--- src/rtl/sync_timing_pkg.sv ---
package sync_timing_pkg;
  typedef enum logic [1:0] {
    PH_BACK   = 2'd0,
    PH_ACTIVE = 2'd1,
    PH_FRONT  = 2'd2,
    PH_SYNC   = 2'd3
  } vphase_t;
endpackage

--- src/rtl/line_timer.sv ---
module line_timer #(
  parameter int H_LIMIT  = 936,
  parameter int HS_START = 800,
  parameter int HS_LEN   = 112,
  localparam int HW      = $clog2(H_LIMIT + 1)
) (
  input  logic          clk,
  input  logic          rst,
  output logic [HW-1:0] h_pos,
  output logic          wrap,
  output logic          line_start,
  output logic          hsync_n
);
  localparam logic [HW-1:0] H_MAX  = HW'(H_LIMIT);
  localparam int            HS_END = HS_START + HS_LEN;

  assign wrap = (h_pos == H_MAX);

  always_ff @(posedge clk) begin
    if (rst) begin
      h_pos      <= '0;
      line_start <= 1'b0;
    end else begin
      h_pos      <= wrap ? '0 : h_pos + 1'b1;
      line_start <= wrap;
    end
  end

  always_comb begin
    hsync_n = 1'b1;
    if (int'(h_pos) >= HS_START && int'(h_pos) < HS_END) hsync_n = 1'b0;
  end
endmodule

--- src/rtl/frame_sequencer.sv ---
module frame_sequencer
  import sync_timing_pkg::*;
#(
  parameter int V_VIS_START = 15,
  parameter int V_FP_START  = 527,
  parameter int V_VS_START  = 529,
  parameter int V_VS_END    = 531,
  localparam int LW         = $clog2(V_VS_END + 1)
) (
  input  logic          clk,
  input  logic          rst,
  input  logic          wrap,
  output logic [LW-1:0] line_count,
  output vphase_t       phase,
  output logic          vsync_n
);
  localparam logic [LW-1:0] L_VIS = LW'(V_VIS_START);
  localparam logic [LW-1:0] L_FP  = LW'(V_FP_START);
  localparam logic [LW-1:0] L_VS  = LW'(V_VS_START);
  localparam logic [LW-1:0] L_END = LW'(V_VS_END);

  logic [LW-1:0] inc_count;
  logic [LW-1:0] count_d;
  vphase_t       phase_d;

  assign inc_count = line_count + 1'b1;

  always_comb begin
    count_d = inc_count;
    phase_d = phase;
    unique case (phase)
      PH_BACK:   if (inc_count >= L_VIS) phase_d = PH_ACTIVE;
      PH_ACTIVE: if (inc_count >= L_FP)  phase_d = PH_FRONT;
      PH_FRONT:  if (inc_count >= L_VS)  phase_d = PH_SYNC;
      PH_SYNC: begin
        if (inc_count >= L_END) begin
          count_d = '0;
          phase_d = PH_BACK;
        end
      end
      default: phase_d = PH_BACK;
    endcase
  end

  always_ff @(posedge clk) begin
    if (rst) begin
      line_count <= '0;
      phase      <= PH_BACK;
      vsync_n    <= 1'b1;
    end else if (wrap) begin
      line_count <= count_d;
      phase      <= phase_d;
      vsync_n    <= (phase != PH_SYNC);
    end
  end
endmodule

--- src/rtl/sync_timing_gen.sv ---
module sync_timing_gen
  import sync_timing_pkg::*;
#(
  parameter int H_LIMIT     = 936,
  parameter int HS_START    = 800,
  parameter int HS_LEN      = 112,
  parameter int V_VIS_START = 15,
  parameter int V_FP_START  = 527,
  parameter int V_VS_START  = 529,
  parameter int V_VS_END    = 531,
  localparam int HW         = $clog2(H_LIMIT + 1),
  localparam int LW         = $clog2(V_VS_END + 1)
) (
  input  logic          clk,
  input  logic          rst,
  output logic          hsync_n,
  output logic          vsync_n,
  output logic          line_start,
  output logic          visible,
  output logic [LW-1:0] line_count
);
  logic [HW-1:0] h_pos;
  logic          wrap;
  vphase_t       phase;

  line_timer #(
    .H_LIMIT (H_LIMIT),
    .HS_START(HS_START),
    .HS_LEN  (HS_LEN)
  ) u_line (
    .clk       (clk),
    .rst       (rst),
    .h_pos     (h_pos),
    .wrap      (wrap),
    .line_start(line_start),
    .hsync_n   (hsync_n)
  );

  frame_sequencer #(
    .V_VIS_START(V_VIS_START),
    .V_FP_START (V_FP_START),
    .V_VS_START (V_VS_START),
    .V_VS_END   (V_VS_END)
  ) u_frame (
    .clk       (clk),
    .rst       (rst),
    .wrap      (wrap),
    .line_count(line_count),
    .phase     (phase),
    .vsync_n   (vsync_n)
  );

  assign visible = (phase == PH_ACTIVE) && (int'(h_pos) < HS_START);
endmodule

--- config.mk ---
export PLATFORM = sky130hd
export DESIGN_NAME = sync_timing_gen
export DESIGN_NICKNAME = d
export VERILOG_FILES = /design/src/rtl/sync_timing_pkg.sv /design/src/rtl/line_timer.sv /design/src/rtl/frame_sequencer.sv /design/src/rtl/sync_timing_gen.sv
export SDC_FILE = /design/constraint.sdc
export NUM_CORES = 1
export LEC_CHECK = 0
export ABC_AREA = 1
export ABC_CLOCK_PERIOD_IN_PS = 2200
export BUFFER_PORTS_ARGS = -buffer_cell sky130_fd_sc_hd__buf_2
export CAP_MARGIN = 20
export CORE_MARGIN = 2
export CORE_UTILIZATION = 58
export CTS_CLUSTER_DIAMETER = 150
export DETAILED_ROUTE_END_ITERATION = 10
export GPL_ROUTABILITY_DRIVEN = 1
export PLACE_DENSITY_LB_ADDON = 0.25
export SLEW_MARGIN = 5
export SYNTH_ARGS = -nofsm -noshare
export SYNTH_HDL_FRONTEND = slang
export SYNTH_SLANG_ARGS = --single-unit
export TNS_END_PERCENT = 10
--- constraint.sdc ---
create_clock -name clk -period 2.2 [get_ports clk]
set_input_delay 0.22 -clock clk [delete_from_list [all_inputs] [get_ports clk]]
set_output_delay 0.22 -clock clk [all_outputs]
set_load 0.01 [all_outputs]
* Word-level counts from Yosys, hierarchy flattened
Cells that the tools add are included.
** Operators by class
- $add $sub $neg :: 2
- Order comparisons :: 7
- Eq/ne operators :: 9
- Muxes and demuxes :: 8
- Reduce and logical (&&, ||, !) cells :: 5
** Operator list (count)
- $ge 10x10->1 const B :: 4
- $add 10x1->10 const B :: 2
- $lt 10x10->1 const B :: 2
- $mux 10 :: 2
- $eq 10x10->1 const B :: 1
- $ge 10x4->1 const B :: 1
- $mux 2 :: 4
- $ne 2x1->1 const B :: 4
- $pmux 2 s4 :: 1
- $reduce_and 5->1 :: 1
- $eq 2x2->1 const B :: 2
- $eq 2x1->1 const B :: 1
- $logic_and 1x1->1 :: 2
- $logic_not 2->1 :: 1
- $ne 2x2->1 const B :: 1
- $reduce_or 2->1 :: 1
- $mux 1 :: 1
** Word-level totals
- Flip-flop bits (word level) :: 24
- Word-level logic and storage cells :: 36

* Longest topological paths before layout
- Depth in word-level cells :: 4
- Gate-level depth with buffers :: 15
- Mapped depth without buffers :: 15

* Hierarchy
Synthesis repeated with hierarchy kept, for this count alone.
** Second synthesis, totals
- Cell total of the unflattened synthesis :: 261
- Area, all modules :: 1700.4 um2
** By module, submodules not included
- frame_sequencer :: instances 1, cells an instance 174, area an instance 1071.0 um2, sequential area each 260.2 um2
- line_timer :: instances 1, cells an instance 79, area an instance 594.3 um2, sequential area each 220.2 um2
- sync_timing_gen :: instances 1, cells an instance 8, area an instance 35.0 um2, sequential area each 0.0 um2

* Worst setup path after synthesis
Ideal clock, no wire load.
- Kind :: register to register
- From :: reg u_frame.line_count[0]
- To :: reg u_frame.phase[0]
- Library setup time :: 114 ps
- Data arrival time :: 1713 ps
- Data required time :: 2086 ps
- Path slack :: 373 ps
- Stages on the path, launching flop included :: 13
- Period minus slack after synthesis :: 1827 ps
- Cell sequence :: dfxtp_1 > ha_1 > nand2_1 > nand2_1 > nand3_2 > a21oi_1 > nand3_2 > nand2_2 > nand3_2 > nand3_2 > nand2_1 > nand2_1 > nor2_2
** Between the ends
- Longest elaborated chain between the ends :: 4
- Elaborated cells between the ends (all ways) :: 10
** Ends and longest elaborated chain
- start: declaration :: line frame_sequencer.sv:13 : output logic [LW-1:0] line_count,
- start signal: assignment :: line frame_sequencer.sv:51 : line_count <= count_d;
- $add 10x1->10 * :: line frame_sequencer.sv:26 : assign inc_count = line_count + 1'b1;
- $ge 10x10->1, or another cell as far along :: line frame_sequencer.sv:36 : if (inc_count >= L_END) begin
- $ne 2x1->1 (no source line)
- $reduce_and 5->1 (no source line) *
- end signal: assignment :: line frame_sequencer.sv:52 : phase <= phase_d;
- end: declaration :: line frame_sequencer.sv:14 : output vphase_t phase,
Every way passes the cells marked *; elsewhere a longest branch is shown, timed or not.
A chain may end at the register's enable or synchronous reset.

* Worst setup path in the final report
Same ends and word-level chain as after synthesis.

==> results.py <==
metrics = {
    "clocking": {
        "htreeDepth": 1,
        "ctsResizeCount": 0,
        "post_cts_buffers": 0,
        "cts_buffer_depth": 2,
        "clk_latency_ps": 320,
        "hold_buffers": 0,
        "cts_buffers": 3,
        "cts.clk_slew.worst_paths_ps": 150,
        "cts_tree": "built",
        "clock_sinks": 24,
        "root_buffer": "clkbuf_4",
    },
    "cells_and_area": {
        "drive_gt1_share_pct": 23.4,
        "layoutNonFillerInstCount": 287,
        "diodes": 0,
        "fill_cells": 257,
        "ff_latch_area_sq_um": 480,
        "synthToLayoutAreaGrowth_pct": 9.29,
        "num-nets-final": 269,
        "multi_input_area_sq_um": 1040,
        "finalCoreUtilization_pct": 66.2,
    },
    "logic_synthesis": {
        "yosys_warnings": 0,
        "ys_top_cells_by_count": "nand2_1 (52), inv_1 (33), nor2_1 (29)",
        "synth_area_sq_um": 1660,
        "yosysTopAreaCell": "dfxtp_1",
        "synth_edf_count": 0,
        "ys_seq_area_share_pct": 29.0,
        "yosys-top-cells-area": "dfxtp_1 (29%), nand2_1 (12%), inv_1 (7.5%)",
        "synth_seq_cells": 24,
        "synth_cell_types": 31,
        "async_flop_share_pct": 0,
        "postSynthCellCount": 236,
        "synth_top_area_share_pct": 29.0,
        "syn_nets": 247,
        "avgSynthCellArea_sq_um": 7.02,
        "yosysMostFrequentCell": "nand2_1",
        "ys.flop_type": "dfxtp_1",
    },
    "pwr": {
        "power_leakage_nw": 0.805,
        "cellPowerDensity_nw_per_um2": 371,
        "power.clock.fraction_pct": 30.3,
        "p_seq_share_pct": 66.0,
        "swShare_pct": 23.9,
        "p_total_w": 0.000672,
        "power.switching_w": 0.000161,
        "power.internal_w": 0.000511,
        "ir_drop_v": 0.000373,
        "comb_power_share_pct": 3.7,
    },
    "global_route": {
        "antenna_found_initial": 0,
        "track_usage_pct": 21.1,
        "grt_pass1_wl_um": 5560,
        "grt_pass1_vias": 1345,
        "grt_max_degree": 13,
        "grt.overflow.total": 0,
    },
    "placed_design": {
        "port_buffers": 15,
        "hpwl_um": 2630,
        "gp_congestion": 0.902,
        "dp_cells": 284,
    },
    "sta": {
        "timing.hold.ws_ps": 119,
        "fmax_mhz": 542,
        "timing.final.crit_share_pct": 83.9,
        "rsz0062_at_grt": "no",
        "max_slew.worst_pin.slew_ps": 410,
        "fin_tns_setup_ps": 0,
        "maxSlewHeadroom_pct": 72.4,
        "clock_skew_ps": 15.5,
        "hold_violations": 0,
        "drv_slew": 0,
        "period_minus_slack_ps": 1850,
        "setup_viol": 0,
    },
    "setup_path": {
        "crit_type": "reg -> reg",
        "cp_data_required_time_ps": 2420,
        "slowest_stage": "dfxtp_1",
        "path_cells": "ha_1 > nand3_1 > nand2_1 > nand2_1 > nand3_1 > nand2_1 > nand2_1 > nor2_1 > nor2_1 > nand3_2 > nand2_1 > nand2_1 > nor2_2",
        "crit_top_cell": "nand2_1",
        "end_kind": "flop",
        "slowest_delay_ps": 350,
        "critical_path.max_fanout": 4,
        "startpoint_type": "flop",
        "arrival_ps": 2070,
    },
    "floorplanning": {
        "die_h_um": 57.4,
        "die_w_um": 57.4,
        "core_area_sq_um": 2730,
        "io_pins": 16,
        "rows": 19,
        "start_util_pct": 60.6,
        "dieArea_sq_um": 3300,
    },
    "flow_run": {
        "cap_violations": 0,
    },
    "detailed_routing": {
        "vias": 1485,
        "wirelength_um": 3300,
        "dr.pass1.iters": 4,
        "vias_per_cell": 5.17,
        "final_antenna_net_count": 0,
        "drt_iter0_drc": 95,
        "wl_per_cell_um": 11.5,
        "drc": 0,
    },
    "run_status": {
        "outcome": "finished clean",
    },
    "min_path": {
        "hp-class": "in -> reg",
    },
}
## per-stage QoR
step | area (sq um) | setup slack, ps
floorplan | 1660 | 373
global placement | 1790 | 409
detailed placement | 1790 | 400
CTS | 1810 | 370
global route | 1810 | 146
finish | 1810 | 353
## flip-flops by register name, indices dropped and copies added (netlist names)
name and cells:
u_line.h_pos 10, u_line.line_start 1, u_frame.vsync_n 1, u_frame.phase 2
u_frame.line_count 10
## cell families (layout without fill, tap and decap cells)
kind of cell | count (synthesis) | count (layout) | synth area share [%]
adders and majority gates | 9 | 9 | 6.80
and+or+nand+nor | 139 | 139 | 43.1
AOI/OAI and AO/OA | 24 | 24 | 11.0
buffers and inverters | 37 | 57 | 8.46
xor gates and xnor gates | 3 | 3 | 1.59
DFF | 24 | 24 | 29.0
## layer usage
metal	routed length, um	track usage [%]
met2	1600	36.0
met1	1590	27.7
met5	0	0
met4	28	5.65
met3	84	2.95
## placed cells by master (no fill, tap or decap)
cell type	instances
o21a_1	1
nand3_1	19
nand3_2	9
nor3_1	4
o21bai_2	1
dfxtp_1	24
o22ai_2	6
nand2_4	3
nor2_2	4
nor3b_1	1
nand4_1	2
nand2_2	7
a21oi_1	5
nor4_1	2
clkinv_1	2
nor3_4	1
o21ai_1	2
or2_2	2
nand3b_1	1
o21ai_2	1
inv_1	33
ha_1	9
o21ai_0	6
a31oi_1	1
nand2_1	52
buf_2	15
a21oi_2	1
xor2_1	3
clkbuf_4	3
buf_4	3
nor2_1	29
inv_2	1
nor2_4	3
## layout make-up
cell class	instances	share of cell area [%]
Timing Repair Buffer	18	5.39
Clock buffer	3	1.24
Tap cell	31	2.14
Inverter	36	7.46
Multi-Input combinational cell	175	57.2
Sequential cell	24	26.5
## worst paths after layout
path,startpoint,end,slack [ps],depth (start not counted)
worst max register to register,u_frame.line_count[0]$_SDFFE_PP0P_,u_frame.phase[0]$_SDFFE_PP0P_,350,13
worst min-delay path,rst,u_line.line_start$_SDFF_PP0_,120,2
worst max-delay path,u_frame.line_count[0]$_SDFFE_PP0P_,u_frame.phase[0]$_SDFFE_PP0P_,350,13
worst min register to register,u_line.h_pos[0]$_SDFF_PP0_,u_line.h_pos[0]$_SDFF_PP0_,450,1
## power groups by stage
stage	combinational [W]	sequential (W)	clock, W
2_1_floorplan	0.0000184	0.000452	0
3_3_place_gp	0.0000253	0.000453	0
4_1_cts	0.0000255	0.000443	0.000202
5_1_grt	0.0000293	0.000444	0.000217
3_5_place_dp	0.0000253	0.000453	0
6_report	0.0000252	0.000443	0.000203
## critical path, delay by kind of cell, from the launching register on
kind                     cells  cell delay [ps]
adder cells (fa/ha/maj)      1              230
AND/OR/NAND/NOR             12             1160
flip-flops                   1              350
No activity file was read; power rests on OpenSTA's default activity.
